### src/rtl/thermo_pkg.sv
package thermo_pkg;
    parameter int CODE_W = 8;

    // register addresses
    parameter logic [1:0] ADDR_CTRL = 2'd0;
    parameter logic [1:0] ADDR_DWR  = 2'd1;
    parameter logic [1:0] ADDR_DRD  = 2'd2;

    // control codes
    parameter logic [CODE_W-1:0] CTL_RESET = 8'h01;
    parameter logic [CODE_W-1:0] CTL_CLKLO = 8'h02;
    parameter logic [CODE_W-1:0] CTL_CLKHI = 8'h03;

    // data-write codes
    parameter logic [CODE_W-1:0] DW_HIGH = 8'h01;
    parameter logic [CODE_W-1:0] DW_ENRD = 8'h80;

    // serial commands
    parameter logic [7:0] CMD_CONVERT = 8'hEE;
    parameter logic [7:0] CMD_RDCFG   = 8'hAC;
    parameter logic [7:0] CMD_RDTMP   = 8'hAA;

    typedef enum logic [1:0] {
        ST_CMD   = 2'd0,
        ST_RDCFG = 2'd1,
        ST_RDTMP = 2'd2,
        ST_WDATA = 2'd3
    } th_state_e;
endpackage

### src/rtl/thermo_lane.sv
module thermo_lane
    import thermo_pkg::*;
#(
    parameter int CFG_LEN  = 8,
    parameter int TEMP_LEN = 9,
    parameter int POS_W    = 4,
    parameter logic [CFG_LEN-1:0]  CFG_INIT  = 8'h4A,
    parameter logic [TEMP_LEN-1:0] TEMP_INIT = 9'd44
) (
    input  logic             pick_cfg,
    input  logic             pick_tmp,
    input  logic [POS_W-1:0] pos,
    output logic             lane_bit
);
    logic [CFG_LEN-1:0]  cfg_sh;
    logic [TEMP_LEN-1:0] tmp_sh;

    always_comb begin
        cfg_sh   = CFG_INIT >> pos;
        tmp_sh   = TEMP_INIT >> pos;
        lane_bit = 1'b0;
        if (pick_cfg)      lane_bit = cfg_sh[0];
        else if (pick_tmp) lane_bit = tmp_sh[0];
    end
endmodule

### src/rtl/thermo_seq.sv
module thermo_seq
    import thermo_pkg::*;
#(
    parameter int CMD_LEN  = 8,
    parameter int CFG_LEN  = 8,
    parameter int TEMP_LEN = 9,
    parameter int DATA_W   = 9,
    parameter int POS_W    = 4,
    parameter int CPOS_W   = 4
) (
    input  logic              clk,
    input  logic              rst_n,
    input  logic              ctl_wr,
    input  logic              dat_wr,
    input  logic              dat_rd,
    input  logic [CODE_W-1:0] code,
    output th_state_e         state_q,
    output logic [POS_W-1:0]  data_pos_q,
    output logic [DATA_W-1:0] data_q
);
    th_state_e           state_d;
    logic [CMD_LEN-1:0]  cmd_q, cmd_ext;
    logic [CPOS_W-1:0]   cmd_pos_q;
    logic                clk_low_q;
    logic                accept, bit_hi, cmd_last, clear_all;

    assign bit_hi   = (code == DW_HIGH);
    assign accept   = dat_wr && (code != DW_ENRD) && clk_low_q;
    assign cmd_ext  = cmd_q | (CMD_LEN'(bit_hi) << cmd_pos_q);
    assign cmd_last = (cmd_pos_q == CPOS_W'(CMD_LEN-1));

    // next-state logic
    always_comb begin
        state_d   = state_q;
        clear_all = 1'b0;
        if (ctl_wr && code == CTL_RESET) begin
            clear_all = 1'b1;
        end else begin
            unique case (state_q)
                ST_CMD: begin
                    if (accept && cmd_last) begin
                        if (cmd_ext == CMD_LEN'(CMD_CONVERT))    clear_all = 1'b1;
                        else if (cmd_ext == CMD_LEN'(CMD_RDCFG)) state_d = ST_RDCFG;
                        else if (cmd_ext == CMD_LEN'(CMD_RDTMP)) state_d = ST_RDTMP;
                        else                                     state_d = ST_WDATA;
                    end
                end
                ST_RDCFG: if (dat_rd && data_pos_q >= POS_W'(CFG_LEN-1))  clear_all = 1'b1;
                ST_RDTMP: if (dat_rd && data_pos_q >= POS_W'(TEMP_LEN-1)) clear_all = 1'b1;
                ST_WDATA: ;
                default:  state_d = ST_CMD;
            endcase
        end
        if (clear_all) state_d = ST_CMD;
    end

    // state register
    always_ff @(posedge clk) begin
        if (!rst_n) state_q <= ST_CMD;
        else        state_q <= state_d;
    end

    // serial datapath
    always_ff @(posedge clk) begin
        if (!rst_n) begin
            clk_low_q  <= 1'b0;
            cmd_q      <= '0;
            cmd_pos_q  <= '0;
            data_q     <= '0;
            data_pos_q <= '0;
        end else begin
            if (ctl_wr && code == CTL_CLKLO) clk_low_q <= 1'b1;
            if (ctl_wr && code == CTL_CLKHI) clk_low_q <= 1'b0;
            if (clear_all) begin
                cmd_q      <= '0;
                cmd_pos_q  <= '0;
                data_q     <= '0;
                data_pos_q <= '0;
            end else if (dat_wr && code == DW_ENRD) begin
                data_pos_q <= '0;
            end else if (accept) begin
                if (state_q == ST_CMD) begin
                    cmd_q     <= cmd_ext;
                    cmd_pos_q <= cmd_pos_q + 1'b1;
                end else if (data_pos_q < POS_W'(DATA_W)) begin
                    if (bit_hi) data_q <= data_q | (DATA_W'(1) << data_pos_q);
                    data_pos_q <= data_pos_q + 1'b1;
                end
            end else if (dat_rd && (state_q == ST_RDCFG || state_q == ST_RDTMP)) begin
                data_pos_q <= data_pos_q + 1'b1;
            end
        end
    end


    rst_cmd_chk: assert property (@(posedge clk) disable iff (!rst_n)
        (ctl_wr && code == CTL_RESET) |=> (state_q == ST_CMD && cmd_pos_q == '0 && data_pos_q == '0 && data_q == '0));


    gated_write_chk: assert property (@(posedge clk) disable iff (!rst_n)
        (dat_wr && !clk_low_q && code != DW_ENRD)
        |=> ($stable(cmd_q) && $stable(cmd_pos_q) && $stable(state_q) && $stable(data_q) && $stable(data_pos_q)));


    enrd_pos_chk: assert property (@(posedge clk) disable iff (!rst_n)
        (dat_wr && code == DW_ENRD) |=> (data_pos_q == '0));


    rdtmp_end_chk: assert property (@(posedge clk) disable iff (!rst_n)
        (dat_rd && state_q == ST_RDTMP && data_pos_q == POS_W'(TEMP_LEN-1))
        |=> (state_q == ST_CMD && data_pos_q == '0 && cmd_pos_q == '0));


    wdata_noadv_chk: assert property (@(posedge clk) disable iff (!rst_n)
        (dat_rd && (state_q == ST_WDATA || state_q == ST_CMD))
        |=> ($stable(data_pos_q) && $stable(data_q)));
endmodule

### src/rtl/thermo_serial_if.sv
module thermo_serial_if
    import thermo_pkg::*;
#(
    parameter int N_SENSE  = 4,
    parameter int RD_W     = 8,
    parameter int CMD_LEN  = 8,
    parameter int CFG_LEN  = 8,
    parameter int TEMP_LEN = 9,
    parameter logic [CFG_LEN-1:0]  CFG_PRESET  = 8'h4A,
    parameter logic [TEMP_LEN-1:0] TEMP_PRESET = 9'd44,
    localparam int DATA_W = (TEMP_LEN > CFG_LEN) ? TEMP_LEN : CFG_LEN
) (
    input  logic              clk,
    input  logic              rst_n,
    input  logic              wr_en,
    input  logic              rd_en,
    input  logic [1:0]        addr,
    input  logic [CODE_W-1:0] wr_data,
    output logic [RD_W-1:0]   rd_data,
    output logic [DATA_W-1:0] wdata_bits
);
    localparam int POS_W  = $clog2(DATA_W + 1);
    localparam int CPOS_W = $clog2(CMD_LEN + 1);

    th_state_e          state;
    logic [POS_W-1:0]   data_pos;
    logic [N_SENSE-1:0] lane_bits;
    logic               ctl_wr, dat_wr, dat_rd;

    assign ctl_wr = wr_en && (addr == ADDR_CTRL);
    assign dat_wr = wr_en && (addr == ADDR_DWR);
    assign dat_rd = rd_en && (addr == ADDR_DRD);

    thermo_seq #(
        .CMD_LEN(CMD_LEN), .CFG_LEN(CFG_LEN), .TEMP_LEN(TEMP_LEN),
        .DATA_W(DATA_W), .POS_W(POS_W), .CPOS_W(CPOS_W)
    ) u_seq (
        .clk(clk), .rst_n(rst_n), .ctl_wr(ctl_wr), .dat_wr(dat_wr),
        .dat_rd(dat_rd), .code(wr_data), .state_q(state),
        .data_pos_q(data_pos), .data_q(wdata_bits)
    );

    for (genvar g = 0; g < N_SENSE; g++) begin : g_lane
        thermo_lane #(
            .CFG_LEN(CFG_LEN), .TEMP_LEN(TEMP_LEN), .POS_W(POS_W),
            .CFG_INIT(CFG_PRESET), .TEMP_INIT(TEMP_PRESET)
        ) u_lane (
            .pick_cfg(state == ST_RDCFG),
            .pick_tmp(state == ST_RDTMP),
            .pos(data_pos),
            .lane_bit(lane_bits[g])
        );
    end

    always_ff @(posedge clk) begin
        if (!rst_n)     rd_data <= '0;
        else if (rd_en) rd_data <= (addr == ADDR_DRD) ? RD_W'(lane_bits) : '0;
    end


    rd_hold_chk: assert property (@(posedge clk) disable iff (!rst_n)
        !rd_en |=> $stable(rd_data));


    rd_other_chk: assert property (@(posedge clk) disable iff (!rst_n)
        (rd_en && addr != ADDR_DRD) |=> (rd_data == '0));


    upper_zero_chk: assert property (@(posedge clk) disable iff (!rst_n)
        rd_data[RD_W-1:N_SENSE] == '0);


    strobe_excl_chk: assert property (@(posedge clk) disable iff (!rst_n)
        !(wr_en && rd_en));
endmodule

### config.mk
export PLATFORM = sky130hd
export DESIGN_NAME = thermo_serial_if
export DESIGN_NICKNAME = d
export VERILOG_FILES = /design/src/rtl/thermo_pkg.sv /design/src/rtl/thermo_lane.sv /design/src/rtl/thermo_seq.sv /design/src/rtl/thermo_serial_if.sv
export SDC_FILE = /design/constraint.sdc
export NUM_CORES = 1
export LEC_CHECK = 0
export BUFFER_PORTS_ARGS = -buffer_cell sky130_fd_sc_hd__buf_2
export CORE_ASPECT_RATIO = 0.9
export CORE_MARGIN = 4
export CORE_UTILIZATION = 30
export DETAILED_ROUTE_END_ITERATION = 7
export GPL_ROUTABILITY_DRIVEN = 0
export PLACE_DENSITY_LB_ADDON = 0.15
export SYNTH_ARGS = -nofsm -noshare
export SYNTH_HDL_FRONTEND = slang
export SYNTH_HIERARCHICAL = 1
export SYNTH_SLANG_ARGS = --single-unit
### constraint.sdc
create_clock -name clk -period 2.3 [get_ports clk]
set_clock_uncertainty 0.1 [all_clocks]
set_input_delay 0.69 -clock clk [delete_from_list [all_inputs] [get_ports clk]]
set_output_delay 0.69 -clock clk [all_outputs]
set_load 0.02 [all_outputs]
==> flow_metrics.tcl, run 1 <==
set metrics [dict create \
    outcome "finished, final reports clean" \
    fin_hold_ws_ns 0.367 \
    pin_count_of_the_biggest_net_entering_global_routing 22 \
    cts_tree "built" \
    worst_ep_arrival_time_ns 2.20 \
    dr_total_vias 1748 \
    worst_slack_ns 0.177 \
    finalWorstPathRequiredPeriod_ns 2.12 \
    first_pass_grt_wire_length_um 7840 \
    synth-async-reset-ratio 0 \
    die_w_um 94.4 \
    final-setup-viol-count 0 \
    synth_sequential_area_ratio 0.318 \
    synth_seq_cells 32 \
    timing.max_slew.rel_slack 0.626 \
    initial_core_util 0.308 \
    clock-root-buffer "sky130_fd_sc_hd__clkbuf_8" \
    clkSlewWorstSetupHoldPaths_ns 0.07 \
    worst-slew-pin-transition_ns 0.554 \
    insertedDiodeCount 0 \
    ctsHtreeMaxLevel 2 \
    cp_slowest_cell "sky130_fd_sc_hd__nor4b_4" \
    totalNegativeSetupSlack_ns 0 \
    power.density_nw_per_um2 471 \
    final_min_period_over_clock_period 0.923 \
    post_cts_hold_buffer_count 0 \
    post_synth_num_cell_types 53 \
    cap_viol_max_count 0 \
    cts_made_buffers 5 \
    pin_count 31 \
    core_area_um2 6550 \
    timing.fmax_mhz 471 \
    yosysWarningCount 6 \
    route.detailed.drc 0 \
    grt-ovfl-total 0 \
    ys_dominant_reg_cell "sky130_fd_sc_hd__dfxtp_1" \
    startpoint_type "primary input" \
    stdcell_count 378 \
    drt-pass1-iter-count 4 \
    finalWirelength_um 4620 \
    static-leakage-power_nw 1.09 \
    timing.critical_path.cells "buf_2, nor4b_4, buf_4, and2_1, a31o_2, nand4_4, o21bai_4, buf_12, nor2_1" \
    grt_antenna_before_repair 0 \
    synth_edf_count 0 \
    design_area_um2 2600 \
    final_hold_viol_count 0 \
    placement.setup.worst_slack_ns -0.239 \
    mappedNetlistArea_um2 2020 \
    setup.worst_path.end_class "flip-flop" \
    hold_removal_path_class "reg2reg" \
    layout-drive-gt1-share 0.333 \
    multi_input_area_um2 1280 \
    numPlacedInstances 369 \
    grt_pass1_vias 1689 \
    io_buffer_count 26 \
    critPathKind "in2reg" \
    flow.area_growth_from_synthesis_pct 29.0 \
    path_max_fanout 21 \
    die_y_um 85.8 \
    timing.critical_path.required_ns 2.38 \
    ant_nets 0 \
    synthCells 226 \
    slew_viol_final 0 \
    critPathMaxStageDelay_ns 0.28 \
    clock_latency_ns 0.28 \
    rows 28 \
    wl_per_cell_um 12.2 \
    drtIter0Drc 54 \
    nFillCells 696 \
    grt_setup_unrepaired "false" \
    design.die.area_um2 8100 \
    place_area_um2 2460 \
    cts.sink_count 32 \
    groute.usage.overall 0.121 \
    design.final.nets 311 \
    regArea_um2 641 \
    drt-vias-per-instance 4.62 \
    detailed_place_hpwl_um 3570 \
    cts_max_path_buffers 2 \
    vdd.ir_drop.worst_v 0.000160 \
    post_synth.cell_area_avg_um2 8.92 \
]
==> path summary, 6_finish.rpt <==
check / endpoint / depth (start not counted) / slack, ns / start
max: u_seq/data_q[2]$_SDFFE_PP0P_ / 9 / 0.18 / wr_data[1]
min: rd_data[1]$_SDFFE_PN0P_ / 2 / 0.37 / rd_data[1]$_SDFFE_PN0P_
max reg2reg: u_seq/data_q[2]$_SDFFE_PP0P_ / 8 / 0.22 / u_seq/state_q[0]$_SDFFE_PP0P_
min reg2reg: rd_data[1]$_SDFFE_PN0P_ / 2 / 0.37 / rd_data[1]$_SDFFE_PN0P_
==> worst max-delay path, delay by kind of cell <==
| family | cells | cell delay (ns) |
|---|---|---|
| AND/OR/NAND/NOR | 4 | 0.64 |
| buffers and inverters | 3 | 0.48 |
| AO/OA/AOI/OAI | 2 | 0.38 |
==> Yosys cell counts (all sizes together) (5+ instances only) <==
cell | n | share of area
nor2 | 32 | 0.073
nor3b | 6 | 0.028
nor2b | 12 | 0.037
inv | 9 | 0.017
nand4b | 5 | 0.022
a31oi | 7 | 0.025
nand2 | 13 | 0.024
buf | 9 | 0.035
and3b | 6 | 0.027
nand3 | 5 | 0.012
dfxtp | 32 | 0.32
o21ai | 10 | 0.025
a21oi | 16 | 0.040
ha | 10 | 0.062
==> registers in the layout, indices dropped and copies added (netlist names) <==
name,flops
u_seq/cmd_pos_q,4
u_seq/data_q,9
u_seq/state_q,2
u_seq/cmd_q,8
rd_data,4
u_seq/clk_low_q,1
u_seq/data_pos_q,4
==> kinds of logic (layout without fill, tap and decap cells) <==
kind of cell    after synthesis  in the layout  synth area share
xor+xnor                      5              5            0.0217
simple gates                104            104             0.348
compound gates               51             51             0.172
fa+ha+maj                    10             10            0.0620
other cells                   1              4           0.00186
buf+inv                      19             78            0.0533
mux                           4              4            0.0230
flops                        32             32             0.318
==> area by class of cell <==
| class | count | share of cell area |
|---|---|---|
| multi-input combinational | 178 | 0.493 |
| tap | 90 | 0.0433 |
| sequential | 32 | 0.246 |
| clock buffer | 7 | 0.0370 |
| clock inverter | 1 | 0.0115 |
| timing repair buffer | 61 | 0.156 |
| inverter | 9 | 0.0130 |
==> what timing repair did <==
action,4_1_cts,5_1_grt
gates resized for setup,0,1
setup endpoints to repair,0,27
buffers inserted,0,1
==> cell usage in the layout (no fill, tap or decap), drive strengths merged, types with 3 or more instances in the layout <==
master,synthesis,routed
a21boi,4,4
a21oi,16,16
a31oi,7,7
a41oi,4,4
and2,4,4
and3b,6,6
and4bb,4,4
buf,9,61
clkbuf,1,7
conb,1,4
dfxtp,32,32
ha,10,10
inv,9,9
nand2,13,13
nand2b,4,4
nand3,5,5
nand4,3,3
nand4b,5,5
nor2,32,32
nor2b,12,12
nor3b,6,6
o21ai,10,10
xnor2,3,3
==> per-layer routing <==
layer | up-vias | global-route usage | part of all wire
met1 | 796 | 0.155 | 0.48
li1 | 923 | - | -
met3 | 4 | 0.0237 | 0.032
met2 | 25 | 0.202 | 0.47
met5 | - | 0 | 0
met4 | 0 | 0.0433 | 0.014
==> report_power, final <==
group	switching (mW)	leakage [nW]	internal, mW
Clock	0.212	0.0645	0.382
Combinational	0.0398	0.770	0.0383
Sequential	0.0000129	0.258	0.554
==> through the flow <==
step	power, mW	utilization
global route	1.28	0.397
CTS	1.25	0.396
floorplan	0.607	-
global placement	0.644	0.376
detailed placement	0.644	0.376
finish	1.23	0.397
No activity file was read; power rests on OpenSTA's default activity.
==> inputs of run 2 (changes only) <==
- CORE_UTILIZATION: 30 -> 55
==> flow_metrics.tcl, run 2 (synthesis results as in run 1) <==
set metrics [dict create \
    layout.cells.most_common_list "32 x sky130_fd_sc_hd__buf_4, 32 x sky130_fd_sc_hd__dfxtp_1, 26 x sky130_fd_sc_hd__buf_2, 21 x sky130_fd_sc_hd__nor2_1, 16 x sky130_fd_sc_hd__a21oi_1" \
    dr_total_vias 1793 \
    layout-drive-gt1-share 0.318 \
    path_max_fanout 21 \
    finalPower_mw 1.07 \
    cp_slowest_cell "sky130_fd_sc_hd__nor4b_4" \
    startpoint_type "primary input" \
    timing.critical_path.cells "buf_2, nor4b_4, and2_1, a31o_2, nand4_4, o21bai_4, buf_12, nor2_1" \
    finalWorstPathRequiredPeriod_ns 2.14 \
    critPathMaxStageDelay_ns 0.42 \
    initial_core_util 0.584 \
    worst-slew-pin-transition_ns 0.547 \
    cts_made_buffers 5 \
    cts.sink_count 32 \
    worst_ep_arrival_time_ns 2.21 \
    drtIter0Drc 83 \
    clock_latency_ns 0.28 \
    drt-pass1-iter-count 4 \
    core_area_um2 3450 \
    wl_per_cell_um 13.0 \
    route.detailed.drc 0 \
    final-setup-viol-count 0 \
    post-cts-setup-buffer-count 0 \
    post_cts_resized 0 \
    rows 20 \
    timing.fmax_mhz 468 \
    detailed_place_hpwl_um 3270 \
    slew_viol_final 0 \
    reg_top3 "u_seq/data_q x9, u_seq/cmd_q x8" \
    final_hold_viol_count 0 \
    cap_viol_max_count 0 \
    grt-ovfl-total 0 \
    clkSlewWorstSetupHoldPaths_ns 0.06 \
    die_y_um 65.5 \
    largest_register "u_seq/data_q" \
    io_buffer_count 26 \
    first_pass_grt_wire_length_um 7090 \
    design.die.area_um2 4700 \
    timing.max_slew.rel_slack 0.631 \
    insertedDiodeCount 0 \
    clock-root-buffer "sky130_fd_sc_hd__clkbuf_8" \
    power.density_nw_per_um2 430 \
    static-leakage-power_nw 1.06 \
    ctsHtreeMaxLevel 2 \
    ant_nets 0 \
    vdd.ir_drop.worst_v 0.000472 \
    design_area_um2 2490 \
    grt_setup_unrepaired "false" \
    pin_count 31 \
    grt_pass1_vias 1645 \
    flow.area_growth_from_synthesis_pct 23.4 \
    final_min_period_over_clock_period 0.928 \
    drt-vias-per-instance 5.43 \
    timing.critical_path.required_ns 2.37 \
    fin_hold_ws_ns 0.366 \
    hold_removal_path_class "reg2reg" \
    outcome "finished, final reports clean" \
    critPathKind "in2reg" \
    post_cts_hold_buffer_count 0 \
    grt_antenna_before_repair 0 \
    cts_tree "built" \
    groute.usage.overall 0.194 \
    pin_count_of_the_biggest_net_entering_global_routing 22 \
    setup.worst_path.end_class "flip-flop" \
    place_area_um2 2400 \
    largest_register_ff_count 9 \
    design.final.nets 309 \
    cts_max_path_buffers 2 \
    finalWirelength_um 4290 \
    die_w_um 71.8 \
]
==> run 2: power by group <==
part / internal [mW] / switching (mW)
Combinational: 0.0349 / 0.0381
Clock: 0.244 / 0.199
Sequential: 0.554 / 0.0000113
Total: 0.833 / 0.237
==> run 2: final cells by class <==
type,count,area (um^2)
timing repair buffer,59,390
clock buffer,8,90.1
tap,44,55.1
inverter,9,33.8
multi-input combinational,178,1280
fill,289,963
sequential,32,641
==> run 2: worst paths after layout <==
| kind | start | endpoint | slack (ns) | cells after the start |
|---|---|---|---|---|
| worst max-delay path | wr_data[3] | u_seq/data_q[8]$_SDFFE_PP0P_ | 0.16 | 8 |
| worst min-delay path | rd_data[1]$_SDFFE_PN0P_ | rd_data[1]$_SDFFE_PN0P_ | 0.37 | 2 |
| worst max register to register | u_seq/state_q[0]$_SDFFE_PP0P_ | u_seq/data_pos_q[2]$_SDFFE_PP0P_ | 0.19 | 9 |
| worst min register to register | rd_data[1]$_SDFFE_PN0P_ | rd_data[1]$_SDFFE_PN0P_ | 0.37 | 2 |
==> run 2: metrics by stage <==
stage	std cells	util	TNS, ns	setup slack (ns)
2_1_floorplan	229	-	0	0.0997
3_3_place_gp	322	0.695	-3.07	-0.127
3_5_place_dp	322	0.695	-2.90	-0.123
4_1_cts	330	0.721	0	0.170
5_1_grt	330	0.721	0	0.00697
6_report	330	0.721	0	0.165
==> run 2: per-layer routing <==
| metal | routed length, um | vias up | track usage |
|---|---|---|---|
| met2 | 1740 | 51 | 0.299 |
| li1 | - | 916 | - |
| met1 | 2220 | 821 | 0.260 |
| met3 | 262 | 5 | 0.0474 |
| met4 | 68 | 0 | 0.0775 |
| met5 | 0 | - | 0 |
==> run 2: critical path: cells and delay by family <==
family	cells	cell delay, ns
AO/OA/AOI/OAI	2	0.37
buffers and inverters	2	0.30
AND/OR/NAND/NOR	4	0.84
